==> config.mk <==
export PLATFORM = sky130hd
export DESIGN_NAME = bufio_steal
export DESIGN_NICKNAME = d
export VERILOG_FILES = /design/src/rtl/bufio_pkg.sv /design/src/rtl/bufio_prio_arb.sv /design/src/rtl/bufio_ctl_bank.sv /design/src/rtl/bufio_steal.sv
export SDC_FILE = /design/constraint.sdc
export NUM_CORES = 1
export LEC_CHECK = 0
export BUFFER_PORTS_ARGS = -buffer_cell sky130_fd_sc_hd__buf_2
export CAP_MARGIN = 10
export CORE_MARGIN = 4
export CORE_UTILIZATION = 53
export DETAILED_ROUTE_END_ITERATION = 8
export GPL_TIMING_DRIVEN = 0
export PLACE_DENSITY = 0.89
export SYNTH_ARGS = -nofsm -noshare
export SYNTH_HDL_FRONTEND = slang
export SYNTH_SLANG_ARGS = --single-unit
==> constraint.sdc <==
create_clock -name clk -period 2.7 [get_ports clk]
set_input_delay 0.27 -clock clk [delete_from_list [all_inputs] [get_ports clk]]
set_output_delay 0.27 -clock clk [all_outputs]
set_load 0.01 [all_outputs]
==> src/rtl/bufio_pkg.sv <==
package bufio_pkg;
    typedef enum logic [1:0] {
        ST_IDLE,
        ST_CNT,
        ST_ADR,
        ST_DAT
    } seq_state_t;
endpackage

==> src/rtl/bufio_prio_arb.sv <==
module bufio_prio_arb #(
    parameter int N  = 8,
    localparam int IW = $clog2(N)
) (
    input  logic [N-1:0]  req,
    output logic          any,
    output logic [IW-1:0] idx
);
    always_comb begin
        any = 1'b0;
        idx = '0;
        for (int i = N - 1; i >= 0; i--) begin
            if (req[i]) begin
                any = 1'b1;
                idx = IW'(i);
            end
        end
    end
endmodule

==> src/rtl/bufio_ctl_bank.sv <==
module bufio_ctl_bank #(
    parameter int           NCH      = 8,
    parameter int           W        = 24,
    parameter int           AW       = 16,
    parameter logic [NCH-1:0] FAST_CNT = '0,
    parameter logic [NCH-1:0] FAST_ADR = '0,
    localparam int          IW       = $clog2(NCH)
) (
    input  logic                     clk,
    input  logic                     rst_n,
    input  logic                     load_en,
    input  logic [IW-1:0]            load_ch,
    input  logic [W-1:0]             load_cnt,
    input  logic [AW-1:0]            load_adr,
    input  logic                     step_en,
    input  logic [IW-1:0]            step_ch,
    output logic [NCH-1:0][W-1:0]    cnt_q,
    output logic [NCH-1:0][AW-1:0]   adr_q
);
    for (genvar i = 0; i < NCH; i++) begin : g_ch
        if (FAST_CNT[i]) begin : g_fc
            logic [W-1:0] r;
            always_ff @(posedge clk or negedge rst_n) begin
                if (!rst_n)
                    r <= '0;
                else if (load_en && load_ch == IW'(i))
                    r <= load_cnt;
                else if (step_en && step_ch == IW'(i))
                    r <= r - W'(1);
            end
            assign cnt_q[i] = r;
        end else begin : g_mc
            assign cnt_q[i] = '0;
        end
        if (FAST_ADR[i]) begin : g_fa
            logic [AW-1:0] r;
            always_ff @(posedge clk or negedge rst_n) begin
                if (!rst_n)
                    r <= '0;
                else if (load_en && load_ch == IW'(i))
                    r <= load_adr;
                else if (step_en && step_ch == IW'(i))
                    r <= r + AW'(1);
            end
            assign adr_q[i] = r;
        end else begin : g_ma
            assign adr_q[i] = '0;
        end
    end
endmodule

==> src/rtl/bufio_steal.sv <==
module bufio_steal
    import bufio_pkg::*;
#(
    parameter int NIN  = 4,
    parameter int NOUT = 4,
    parameter int W    = 24,
    parameter int AW   = 16,
    parameter logic [AW-1:0] CW_BASE = 16'h0010,
    parameter logic [NIN+NOUT-1:0] FAST_CNT = 8'b0000_0011,
    parameter logic [NIN+NOUT-1:0] FAST_ADR = 8'b0001_0001,
    localparam int NCH = NIN + NOUT,
    localparam int IW  = $clog2(NCH),
    localparam int NIW = $clog2(NIN)
) (
    input  logic               clk,
    input  logic               rst_n,
    input  logic               act_valid,
    input  logic [IW-1:0]      act_ch,
    input  logic [W-1:0]       act_cnt,
    input  logic [AW-1:0]      act_adr,
    input  logic               deact_valid,
    input  logic [IW-1:0]      deact_ch,
    input  logic               lockout,
    input  logic [NCH-1:0]     req,
    output logic [NCH-1:0]     ack,
    input  logic [NIN*W-1:0]   in_data,
    output logic [W-1:0]       out_data,
    output logic               stall,
    output logic               mem_req,
    output logic               mem_we,
    output logic [AW-1:0]      mem_addr,
    output logic [W-1:0]       mem_wdata,
    input  logic [W-1:0]       mem_rdata,
    output logic [NCH-1:0]     irq
);
    seq_state_t state, state_nx;
    logic [IW-1:0]  ch_q;
    logic [AW-1:0]  adr_hold;
    logic           zero_hold;
    logic [NCH-1:0] active, pend;
    logic           g_any;
    logic [IW-1:0]  g_idx;
    logic           done_now;
    logic [NIN-1:0][W-1:0]  in_arr;
    logic [NCH-1:0][W-1:0]  fcnt;
    logic [NCH-1:0][AW-1:0] fadr;
    logic [AW-1:0]  cw_addr;

    assign in_arr  = in_data;
    assign cw_addr = CW_BASE + AW'(2 * ch_q);

    bufio_prio_arb #(.N(NCH)) u_arb (
        .req (req & active & {NCH{state == ST_IDLE}}),
        .any (g_any),
        .idx (g_idx)
    );

    bufio_ctl_bank #(
        .NCH(NCH), .W(W), .AW(AW), .FAST_CNT(FAST_CNT), .FAST_ADR(FAST_ADR)
    ) u_bank (
        .clk      (clk),
        .rst_n    (rst_n),
        .load_en  (act_valid),
        .load_ch  (act_ch),
        .load_cnt (act_cnt),
        .load_adr (act_adr),
        .step_en  (state == ST_DAT),
        .step_ch  (ch_q),
        .cnt_q    (fcnt),
        .adr_q    (fadr)
    );

    // next-state decision
    always_comb begin
        state_nx = state;
        unique case (state)
            ST_IDLE: if (g_any)
                         state_nx = !FAST_CNT[g_idx] ? ST_CNT :
                                    !FAST_ADR[g_idx] ? ST_ADR : ST_DAT;
            ST_CNT:  state_nx = !FAST_ADR[ch_q] ? ST_ADR : ST_DAT;
            ST_ADR:  state_nx = ST_DAT;
            ST_DAT:  state_nx = ST_IDLE;
        endcase
    end

    always_ff @(posedge clk or negedge rst_n) begin
        if (!rst_n) state <= ST_IDLE;
        else        state <= state_nx;
    end

    assign done_now = FAST_CNT[ch_q] ? (fcnt[ch_q] == W'(1)) : zero_hold;

    // sequence bookkeeping and channel status
    always_ff @(posedge clk or negedge rst_n) begin
        if (!rst_n) begin
            ch_q      <= '0;
            adr_hold  <= '0;
            zero_hold <= 1'b0;
            active    <= '0;
            pend      <= '0;
        end else begin
            if (state == ST_IDLE && g_any) ch_q <= g_idx;
            if (state == ST_CNT) zero_hold <= (mem_rdata == W'(1));
            if (state == ST_ADR) adr_hold <= mem_rdata[AW-1:0];
            if (deact_valid) active[deact_ch] <= 1'b0;
            if (act_valid) begin
                active[act_ch] <= 1'b1;
                pend[act_ch]   <= 1'b0;
            end
            if (state == ST_DAT && done_now) begin
                active[ch_q] <= 1'b0;
                pend[ch_q]   <= 1'b1;
            end
        end
    end

    // outputs per state
    always_comb begin
        mem_req   = 1'b0;
        mem_we    = 1'b0;
        mem_addr  = '0;
        mem_wdata = '0;
        ack       = '0;
        out_data  = '0;
        stall     = (state != ST_IDLE);
        unique case (state)
            ST_IDLE: ;
            ST_CNT: begin
                mem_req   = 1'b1;
                mem_we    = 1'b1;
                mem_addr  = cw_addr;
                mem_wdata = mem_rdata - W'(1);
            end
            ST_ADR: begin
                mem_req   = 1'b1;
                mem_we    = 1'b1;
                mem_addr  = cw_addr + AW'(1);
                mem_wdata = mem_rdata + W'(1);
            end
            ST_DAT: begin
                mem_req   = 1'b1;
                mem_addr  = FAST_ADR[ch_q] ? fadr[ch_q] : adr_hold;
                ack[ch_q] = 1'b1;
                if (32'(ch_q) < NIN) begin
                    mem_we    = 1'b1;
                    mem_wdata = in_arr[NIW'(ch_q)];
                end else begin
                    out_data  = mem_rdata;
                end
            end
        endcase
    end

    assign irq = pend & {NCH{~lockout}};

    // run length of the current stall, for the bound check
    logic [2:0] stall_run;
    always_ff @(posedge clk or negedge rst_n) begin
        if (!rst_n)             stall_run <= '0;
        else if (!stall)        stall_run <= '0;
        else if (stall_run != 3'd7) stall_run <= stall_run + 3'd1;
    end

    a_r9_one_ack: assert property (@(posedge clk) disable iff (!rst_n)
        $onehot0(ack));
    a_r4_ack_in_stall: assert property (@(posedge clk) disable iff (!rst_n)
        (|ack) |-> stall);
    a_r2_stall_bounded: assert property (@(posedge clk) disable iff (!rst_n)
        stall_run <= 3'd3);
    a_r5_input_writes: assert property (@(posedge clk) disable iff (!rst_n)
        (|ack[NIN-1:0]) |-> (mem_we && mem_req));
    for (genvar i = 0; i < NCH; i++) begin : g_chk
        a_r10_ack_active: assert property (@(posedge clk) disable iff (!rst_n)
            ack[i] |-> active[i]);
    end
endmodule

==> summary.txt <==
Timing
  • Endpoints failing hold: 0
  • Headroom to the max-slew limit: 28.3%
  • Clock skew: 7.82 ps
  • Worst Max-Slew Pin Slew: 1070 ps
  • Tcrit/Tclk final: 102%
  • # setup viols final: 1
  • Setup_tns: -40.9 ps
  • Tmin final: 2740 ps
  • Pins over their slew limit: 0
  • RSZ-0062 raised after global routing: yes
  • Peak Freq: 365 MHz
  • Final setup margin: -40.9 ps

Setup path
  • Crit. End Element: output port
  • Crit path kind: input port to output port
  • Setup slack, reg-to-reg: 160 ps
  • Critical Path Slowest Stage Cell: clkbuf_1
  • Setup crit start: mem_rdata[12]
  • Critical Path AT: 2470 ps
  • Worst r2r src: state[0]
  • Crit Path Max Fanout: 10
  • RR Endpoint: u_bank.g_ch[1].g_fc.r[10]
  • Crit path to: mem_wdata[21]
  • Crit path launch type: input port
  • Critical Path, Cell by Cell: clkbuf_1 > and3_1 > nand3_1 > clkbuf_1 > nor3_1 > nand3b_1 > a41oi_1 > buf_2
  • CP required: 2430 ps
  • Delay of the slowest critical-path stage: 410 ps
  • Worst reg2reg path depth: 9
  • Most used cell, CP: clkbuf_1

Synth
  • Mux cell area share after synthesis: 10.3%
  • Top-area cell type share of the netlist area: 32.9%
  • Number of synthesized flops with an enable pin: 0
  • Fraction of registers with async set/reset: 100%
  • Post-Syn Area: 0.00897 sq mm
  • Synth top area cells: dfrtp_1, nand2_1, mux4_2, xnor2_1, o21ai_0
  • Most frequent cells after synthesis: nand2_1, dfrtp_1, o21ai_0
  • Synth Flop Type: dfrtp_1
  • Synth Instances: 1,040
  • Mean post-synth cell area: 8.63 sq um
  • Post-synthesis xor/xnor area fraction: 8.88%
  • Flops & latches, synth: 118
  • Netlist cell types: 74
  • Synth Area in Compound Gates: 15.2%
  • Post-Synth Simple-Gate Area: 26.4%
  • Post-synth top area cell: dfrtp_1
  • Yosys warning total: 0
  • Syn Nets: 1,231
  • Largest family of logic cells by synthesized area: simple AND/OR/NAND/NOR gates
  • Sequential fraction of the synthesis area: 32.9%
  • Adder-cell share of the synthesized area: 1.67%
  • Top-count cell post-synth: nand2_1

Die
  • Number of core rows: 47
  • Starting Density: 54.1%
  • Core Box Area: 0.0166 sq mm
  • Top Ports: 262
  • Die height: 138 microns
  • Chip Width: 138 microns
  • Area of the die: 0.0191 sq mm

Clock network
  • Root buf cell: clkbuf_16
  • Clock transition at the registers of the reported paths: 50 ps
  • Clock sinks: 118
  • H-tree level count: 4
  • Worst skew pair latency: 420 ps
  • CTS max path bufs: 2
  • CTS buffer count: 17
  • CTS tree: built

GRT
  • Pin count of the biggest net entering global routing: 96
  • GRT Util Overall: 33.1%
  • Global-route wire length before repair: 51,300 microns
  • GRT overflow: 0
  • Number of global-route vias before repair: 9,743
  • Initial antenna violation count: 0

Routing
  • WL final: 33,200 microns
  • Vias/cell: 6.32
  • Final antenna-violating net count: 0
  • DR vias: 9,845
  • DR pass1 iterations: 6
  • DRC viols: 0
  • DR WL/cell: 21.3 microns
  • Iter 0 DRT Violations: 1,033

Power
  • Leak pwr: 4.89 nW
  • P per Cell Area: 921 mW/mm^2
  • Worst IR Drop VDD: 0.507 mV

Run status
  • Outcome: finished with violations
  • Violated checks: negative setup slack

Job
  • MaxCap Viol Count: 0

Place
  • Port Buf Inserts: 251
  • Place WS: -210 ps
  • RePlAce Congestion: 1.04
  • Hpwl dp: 24,800 microns

Final layout
  • Syn-to-layout area delta: 27.0%
  • Fillcell total: 1,308
  • Nets@finish: 1,514
  • Share of post-route cells with drive strength above 1: 31.5%

Hold path
  • HP Class: input port to flip-flop
==> routing by layer <==
metal | track usage, % | vias to the layer above | wire length, microns
li1 | - | 4350 | -
met1 | 38.4 | 4717 | 11800
met2 | 57.9 | 631 | 16600
met3 | 6.49 | 147 | 2920
met4 | 17.8 | 0 | 1860
met5 | 0 | - | 0
==> worst max-delay path, delay by kind of cell <==
kind / cells / cell delay, ps
and+or+nand+nor: 4 / 940
AOI/OAI and AO/OA: 1 / 330
buffers and inverters: 3 / 940
==> report_power, final <==
group / internal [mW] / switching [mW] / total [mW]
registers: 2.34 / 0.600 / 2.94
clock network: 1.40 / 0.805 / 2.20
logic: 2.22 / 3.13 / 5.35
==> flip-flops by register name, summed over array words and instances (netlist names) <==
| signal | count |
|---|---|
| ch_q | 3 |
| active | 8 |
| state | 2 |
| pend | 8 |
| zero_hold | 1 |
| u_bank.g_ch.g_fc.r | 48 |
| adr_hold | 16 |
| u_bank.g_ch.g_fa.r | 32 |
==> per-stage QoR <==
stage	power, mW	hold WS [ps]	std cells	area (sq um)	util [%]
floorplan	6.02	-25.6	1040	8970	-
global placement	7.75	456	1511	10500	63.3
detailed placement	7.89	142	1512	10500	63.5
CTS	10.2	73.5	1546	11200	67.6
global route	11.0	87.3	1556	11400	68.7
finish	10.5	76.8	1557	11400	68.7
==> how the worst min path moves through the flow <==
| stage | startpoint | endpoint | slack [ps] | cells after the start |
|---|---|---|---|---|
| 3_3_place_gp | pend[7] | pend[7] | 460 | 1 |
| 2_1_floorplan | rst_n | active[0] | -30 | 0 |
| 5_1_grt | act_adr[7] | u_bank.g_ch[4].g_fa.r[7] | 90 | 3 |
| 4_1_cts | act_adr[7] | u_bank.g_ch[4].g_fa.r[7] | 70 | 3 |
| 3_5_place_dp | rst_n | u_bank.g_ch[0].g_fa.r[8] | 140 | 1 |
| 6_report | act_adr[12] | u_bank.g_ch[4].g_fa.r[12] | 80 | 3 |
==> cell usage in the layout (no fill, tap or decap), drive strengths merged, types with 12 or more instances in the layout <==
master	netlist	layout
ha	12	12
and3	29	29
mux2	17	17
inv	24	24
nand2	150	150
xnor2	57	57
mux4	24	24
clkbuf	51	73
nor2b	13	13
or3	15	15
xor2	34	34
a21oi	29	29
mux2i	19	19
nor3	31	31
dfrtp	118	118
nor2	64	64
o21ai	100	100
buf	24	288
nor4	33	33
nand3	33	33
a211oi	15	15
nand4	22	22
a31oi	12	12
==> cells by family (layout without fill, tap and decap cells) <==
family | Yosys count | count (layout)
simple gates | 439 | 439
compound gates | 220 | 220
flops | 118 | 118
buf+inv | 100 | 396
xor+xnor | 91 | 91
mux | 60 | 60
fa+ha+maj | 12 | 12
other cells | 0 | 1
==> final cells by class <==
cell class,count,area [sq um],area share (%)
tap,220,275,2.42
timing repair buffer,266,1400,12.3
inverter,25,97.6,0.856
clock buffer,23,468,4.11
antenna,1,2.50,0.0220
multi-input combinational,822,5720,50.2
buffer,73,378,3.32
clock inverter,9,101,0.889
sequential,118,2950,25.9
==> timing repair <==
| item | CTS | global route |
|---|---|---|
| endpoints found under the hold margin | 23 | 0 |
| setup buffers | 2 | 11 |
| gates resized for setup | 33 | 37 |
| setup endpoints to repair | 41 | 38 |
| cloned | 0 | 0 |
| hold buffers | 1 | 0 |
| pin swaps | 2 | 2 |
(Power assumes the default switching activity.)
